==> config.mk <==
export PLATFORM = sky130hd
export DESIGN_NAME = ppcr_root
export DESIGN_NICKNAME = d
export VERILOG_FILES = /design/src/rtl/ppcr_pkg.sv /design/src/rtl/ppcr_sync.sv /design/src/rtl/ppcr_div.sv /design/src/rtl/ppcr_root.sv
export SDC_FILE = /design/constraint.sdc
export NUM_CORES = 1
export LEC_CHECK = 0
export BUFFER_PORTS_ARGS = -buffer_cell sky130_fd_sc_hd__buf_4
export CAP_MARGIN = 10
export CORE_UTILIZATION = 35
export CTS_BUF_LIST = sky130_fd_sc_hd__clkbuf_8
export CTS_CLUSTER_SIZE = 30
export DETAILED_ROUTE_END_ITERATION = 10
export GPL_TIMING_DRIVEN = 1
export PLACE_DENSITY = 0.53
export SYNTH_ARGS = -nofsm -noshare
export SYNTH_HDL_FRONTEND = slang
export SYNTH_SLANG_ARGS = --single-unit
==> constraint.sdc <==
create_clock -name clk -period 2.19 [get_ports clk]
set_input_delay 0.3285 -clock clk [delete_from_list [all_inputs] [get_ports clk]]
set_output_delay 0.3285 -clock clk [all_outputs]
set_load 0.05 [all_outputs]
==> src/rtl/ppcr_pkg.sv <==
package ppcr_pkg;
    localparam int NSRC  = 8;
    localparam int SEL_W = $clog2(NSRC);
    localparam int DIV_W = 3;
    localparam int EDGES = 2;
    localparam int EC_W  = $clog2(EDGES + 1);

    typedef enum logic [1:0] {S_IDLE, S_CHK, S_CLOSE, S_OPEN} st_e;

    typedef struct packed {
        st_e                   st;
        logic                  alt;      // running branch (toggle)
        logic [1:0][SEL_W-1:0] sel;      // per-branch source index
        logic [1:0]            gate;
        logic [EC_W-1:0]       ec;       // edge count during hand-over
        logic [SEL_W-1:0]      tgt_sel;
        logic [DIV_W-1:0]      tgt_div;
        logic [DIV_W-1:0]      div;      // ratio in use
        logic                  pv;
        logic [SEL_W-1:0]      p_sel;
        logic [DIV_W-1:0]      p_div;
    } ctl_t;
endpackage

==> src/rtl/ppcr_sync.sv <==
module ppcr_sync #(
    parameter int W = 8
) (
    input  logic         clk,
    input  logic         rst_n,
    input  logic [W-1:0] a_in,
    output logic [W-1:0] s_out
);
    for (genvar i = 0; i < W; i++) begin : g_bit
        logic [1:0] ff_d, ff_q;
        always_comb ff_d = {ff_q[0], a_in[i]};
        always_ff @(posedge clk or negedge rst_n) begin
            if (!rst_n) ff_q <= '0;
            else        ff_q <= ff_d;
        end
        assign s_out[i] = ff_q[1];
    end
endmodule

==> src/rtl/ppcr_div.sv <==
module ppcr_div #(
    parameter int DIV_W = 3
) (
    input  logic             clk,
    input  logic             rst_n,
    input  logic             run,
    input  logic             in_tick,
    input  logic [DIV_W-1:0] ratio_n,
    output logic             tick_o,
    output logic             lvl_o
);
    localparam int HW = DIV_W + 1;

    typedef struct packed {
        logic [DIV_W-1:0] cnt;
        logic             tick;
        logic             lvl;
    } div_t;

    div_t d, q;
    logic [HW-1:0]    half;
    logic [DIV_W-1:0] nxt;

    always_comb begin
        d    = q;
        half = (HW'(ratio_n) + HW'(2)) >> 1;
        nxt  = q.cnt;
        d.tick = 1'b0;
        if (!run) begin
            d.cnt = '0;
            d.lvl = 1'b0;
        end else if (in_tick) begin
            if (q.cnt == ratio_n) begin
                nxt    = '0;
                d.tick = 1'b1;
            end else begin
                nxt = q.cnt + 1'b1;
            end
            d.cnt = nxt;
            d.lvl = HW'(nxt) < half;
        end
    end

    always_ff @(posedge clk or negedge rst_n) begin
        if (!rst_n) q <= '0;
        else        q <= d;
    end

    assign tick_o = q.tick;
    assign lvl_o  = q.lvl;

    p_quiet_when_off_r6: assert property (@(posedge clk) disable iff (!rst_n)
        !run |=> (!lvl_o && !tick_o));
endmodule

==> src/rtl/ppcr_root.sv <==
module ppcr_root
    import ppcr_pkg::*;
(
    input  logic             clk,
    input  logic             rst_n,
    input  logic             wr_en,
    input  logic [SEL_W-1:0] wr_sel,
    input  logic [DIV_W-1:0] wr_div,
    input  logic [NSRC-1:0]  src_tick,
    input  logic [NSRC-1:0]  src_alive,
    output logic             busy,
    output logic [SEL_W-1:0] rd_sel,
    output logic [DIV_W-1:0] rd_div,
    output logic             root_tick,
    output logic             root_lvl
);
    ctl_t d, q;
    logic [NSRC-1:0] alive_s;
    logic            idle_br;
    logic [SEL_W-1:0] old_in;
    logic            act_tick, new_tick, br_tick, run;

    ppcr_sync #(.W(NSRC)) u_sync (
        .clk(clk), .rst_n(rst_n), .a_in(src_alive), .s_out(alive_s)
    );

    always_comb begin
        d        = q;
        idle_br  = ~q.alt;
        old_in   = q.sel[idle_br];
        act_tick = src_tick[q.sel[q.alt]];
        new_tick = src_tick[q.sel[idle_br]];
        case (q.st)
            S_IDLE: begin
                if (q.pv) begin
                    d.st      = S_CHK;
                    d.tgt_sel = q.p_sel;
                    d.tgt_div = q.p_div;
                    d.pv      = 1'b0;
                end else if (wr_en) begin
                    d.st      = S_CHK;
                    d.tgt_sel = wr_sel;
                    d.tgt_div = wr_div;
                end
            end
            S_CHK: begin
                if (alive_s[old_in]) begin
                    d.sel[idle_br] = q.tgt_sel;
                    d.ec           = '0;
                    d.st           = S_CLOSE;
                end
            end
            S_CLOSE: begin
                if (act_tick) begin
                    if (q.ec == EC_W'(EDGES - 1)) begin
                        d.gate[q.alt] = 1'b0;
                        d.ec          = '0;
                        d.st          = S_OPEN;
                    end else begin
                        d.ec = q.ec + 1'b1;
                    end
                end
            end
            default: begin
                if (new_tick) begin
                    if (q.ec == EC_W'(EDGES - 1)) begin
                        d.gate[idle_br] = 1'b1;
                        d.alt           = idle_br;
                        d.div           = q.tgt_div;
                        d.ec            = '0;
                        d.st            = S_IDLE;
                    end else begin
                        d.ec = q.ec + 1'b1;
                    end
                end
            end
        endcase
        // hold any write that cannot start immediately; newest wins
        if (wr_en && !(q.st == S_IDLE && !q.pv)) begin
            d.pv    = 1'b1;
            d.p_sel = wr_sel;
            d.p_div = wr_div;
        end
    end

    always_ff @(posedge clk or negedge rst_n) begin
        if (!rst_n) begin
            q      <= '0;
            q.st   <= S_IDLE;
            q.gate <= 2'b01;
        end else begin
            q <= d;
        end
    end

    assign br_tick = (q.gate[0] & src_tick[q.sel[0]]) | (q.gate[1] & src_tick[q.sel[1]]);
    assign run     = |q.gate;
    assign busy    = (q.st != S_IDLE) | q.pv;
    assign rd_sel  = q.tgt_sel;
    assign rd_div  = q.tgt_div;

    ppcr_div #(.DIV_W(DIV_W)) u_div (
        .clk(clk), .rst_n(rst_n), .run(run), .in_tick(br_tick),
        .ratio_n(q.div), .tick_o(root_tick), .lvl_o(root_lvl)
    );

    p_gates_exclusive_r7: assert property (@(posedge clk) disable iff (!rst_n)
        $onehot0(q.gate));
    p_busy_after_write_r8: assert property (@(posedge clk) disable iff (!rst_n)
        wr_en |=> busy);
    p_stall_hold_r3: assert property (@(posedge clk) disable iff (!rst_n)
        (q.st == S_CHK && !alive_s[old_in]) |=> (q.st == S_CHK && $stable(q.sel)));
    p_toggle_on_done_r2: assert property (@(posedge clk) disable iff (!rst_n)
        !$stable(q.alt) |-> $past(q.st == S_OPEN));
    p_readback_idle_r9: assert property (@(posedge clk) disable iff (!rst_n)
        (!busy && !wr_en) |=> ($stable(rd_sel) && $stable(rd_div)));
endmodule

==> impl_metrics.csv <==
group,metric,value,unit
logic_synthesis,yosys.area.top_type,"dfrtp_1",
logic_synthesis,synthTopCellsByCount,"dfrtp_1, nand2_1, nor2_1, nand2b_1",
global_routing,grt_usage,0.148,
floorplan,core_area,7810,um2
logic_synthesis,synth_top_flop_cell,"dfrtp_1",
critical_path,reg2reg_slack,0.06,ns
floorplan,rows,32,
timing,finalHoldViolCount,0,
global_routing,grt_pass1_wl,10.0,mm
critical_path,reg2regPathDepth,7,
floorplan,dieHeight,92.1,um
final_layout,areaGrowthSynthToFinish,23.9,%
timing,rsz0062_at_grt,"yes",
routing,first_iter_violations,83,
routing,routedWlPerCell,14.0,um
floorplan,num_io_pins,34,
global_routing,antenna_found_initial,0,
cts,numCtsBuffers,5,
critical_path,r2r_start,"q[24]",
pwr,p_int,0.00305,W
cts,clockBufferDepth,2,
cts,htree_num_levels,2,
routing,num_vias,2187,
timing,period_needed,2.13,ns
critical_path,worstReg2RegEnd,"q[7]",
placement,io_buffers,33,
critical_path,cp_top_family,"compound AO/OA/AOI/OAI gates",
timing,slew_violations,0,
pwr,seqPwrFrac,0.277,
timing,hold_ws,0.0405,ns
logic_synthesis,yosys-top-cells-area,"dfrtp_1, mux2_2, nand2_1, ha_1, nor2_1",
routing,ant_nets,0,
global_routing,grt_start_max_net_pins,51,
pwr,peakVddDrop,0.706,mV
logic_synthesis,syn-num-nets,303,
timing,maxSlewHeadroom,0.584,
global_routing,grt_pass1_vias,2084,
timing,worst_pin_slew,0.624,ns
pwr,switchingPower,0.00230,W
cts,clk_latency,0.31,ns
critical_path,startpoint_type,"flip-flop",
logic_synthesis,ys_types,49,
routing,totalWireLength,5.96,mm
critical_path,critPathRequiredTime,2.38,ns
routing,drc,0,
final_layout,finalNetCount,357,
routing,routed_via_density,5.12,
timing,setup_viol_count_final,0,
logic_synthesis,synthArstFlopShare,1.00,
critical_path,arrival,2.32,ns
critical_path,path_max_fanout,5,
critical_path,cp-end-kind,"flip-flop",
critical_path,path_cells,"nor2b_2 > buf_4 > a32oi_2 > o221ai_1 > a22o_2 > and4b_2 > mux2_4",
cts,cts_root_buffer,"clkbuf_8",
pwr,total_power,0.00535,W
critical_path,path_class,"reg2reg",
logic_synthesis,ys_seq_area_frac,0.440,
final_layout,fin_util,0.451,
global_routing,grt-ovfl-total,0,
critical_path,slowest_delay,0.46,ns
critical_path,setup.worst_path.end,"q[7]",
pwr,p_comb_frac,0.625,
hold_path,hp-class,"in2async",
pwr,leakage,1.57,nW
final_layout,diodes,0,
critical_path,crit_path_start,"q[24]",
placement,gp_congestion,0.827,
pwr,p_per_area,1520,nW/um2
timing,finalSetupTns,0,ns
floorplan,initial_core_util,0.364,
logic_synthesis,synth_edf_count,0,
cts,path_clk_slew,0.10,ns
logic_synthesis,synth_top_area_share,0.431,
status,status,"completed",
logic_synthesis,synthCells,270,
pwr,pwr-share-clk,0.098,
final_layout,drive_gt1_frac,0.363,
floorplan,die_x,92.1,um
logic_synthesis,synth_seq_cells,50,
timing,fmax,469,MHz
critical_path,worstSetupPathDepth,7,
placement,hpwl,4.39,mm
logic_synthesis,yosysMostFrequentCell,"dfrtp_1",
cts,cts_tree,"yes",
timing,skew,0.0108,ns
logic_synthesis,synthesis.area,2840,um2
floorplan,dieArea,8490,um2
pwr,switching_share,0.431,
critical_path,cp_num_buf_inv,1,
logic_synthesis,synth_area_per_cell,10.5,um2
timing,finalCritPeriodShare,0.974,
job,drv_cap,0,
logic_synthesis,ys_warn_count,0,
critical_path,crit_slowest_cell,"dfrtp_2",
cts,clock-sinks,50,
routing,detail_route.first_pass.iterations,4,
stage by stage:
stage                     worst slack [ns]  cell area (um2)  std cells
final                               0.0565             3520        427
after global routing               -0.0155             3520        427
after CTS                          0.00828             3390        422
after detailed placement           -0.0331             3300        414
after global placement             -0.0151             3300        414
after floorplan                      0.160             2840        270
how the worst min path moves through the flow:
stage                                  startpoint                      end  slack, ns  depth (start not counted)
final                                       rst_n                    q[25]       0.04                          1
after global placement    u_sync.g_bit[2].ff_q[0]  u_sync.g_bit[2].ff_q[1]       0.33                          0
after CTS                                   rst_n  u_sync.g_bit[5].ff_q[0]       0.07                          1
after global routing                        rst_n  u_sync.g_bit[6].ff_q[0]       0.09                          1
after detailed placement  u_sync.g_bit[6].ff_q[0]  u_sync.g_bit[6].ff_q[1]       0.33                          0
after floorplan                             rst_n                     q[0]       0.03                          0
cells in the final DEF, fill, tap and decap left out, types with 3 or more instances in the layout:
master / count
mux2_2: 8
a21oi_2: 5
mux2i_1: 7
nor2_1: 25
clkbuf_8: 5
mux2_4: 7
and3_1: 3
ha_1: 8
dfrtp_2: 4
xnor2_1: 5
a211o_1: 4
buf_6: 6
nand2_1: 28
a22o_1: 8
inv_1: 12
a31oi_1: 4
nor2b_1: 4
o21ai_0: 11
buf_4: 59
o211ai_1: 5
nand2b_1: 11
dfrtp_1: 45
nand3b_1: 6
cells by family after synthesis:
group	count (synthesis)	share of synthesized area
AND/OR/NAND/NOR	89	0.153
AO/OA/AOI/OAI	64	0.190
flip-flops	50	0.440
buffers and inverters	29	0.0576
multiplexers	25	0.109
adder cells (fa/ha/maj)	8	0.0352
XOR/XNOR	5	0.0154
timing repair:
item,4_1_cts,5_1_grt
buffers inserted,0,5
resized for setup,4,24
endpoints found under the setup margin,6,15
hold buffers,0,0
pin swaps,2,10
cloned,0,0
cell type report:
class / instances / area, um2
fill: 751 / 4280
clock buffer: 5 / 68.8
inverter: 11 / 41.3
multi-input combinational: 191 / 1500
sequential: 50 / 1260
tap: 102 / 128
timing repair buffer: 65 / 510
clock inverter: 3 / 17.5
routing by layer:
layer / share of wire / global-route usage
met2: 0.44 / 0.223
met3: 0.041 / 0.0274
met4: 0.011 / 0.0404
met5: 0 / 0
met1: 0.50 / 0.217
state kept, by name (all words and copies together) (netlist names):
name / flops
rd_div: 3
u_div.q: 3
rd_sel: 3
u_sync.g_bit.ff_q: 16
u_div.lvl_o: 1
u_div.tick_o: 1
q: 23
power groups by stage:
stage	Sequential (W)	Clock, W	Combinational [W]
floorplan	0.00145	0	0.00233
global placement	0.00147	0	0.00309
detailed placement	0.00147	0	0.00314
CTS	0.00146	0.000544	0.00316
global route	0.00152	0.000591	0.00368
finish	0.00148	0.000524	0.00335
worst register-to-register path, delay by kind of cell, from the launching register on:
family / cells / cell delay (ns)
compound gates: 3 / 0.65
buf+inv: 1 / 0.14
simple gates: 2 / 0.47
flops: 1 / 0.46
mux: 1 / 0.31
(Power assumes the default switching activity.)
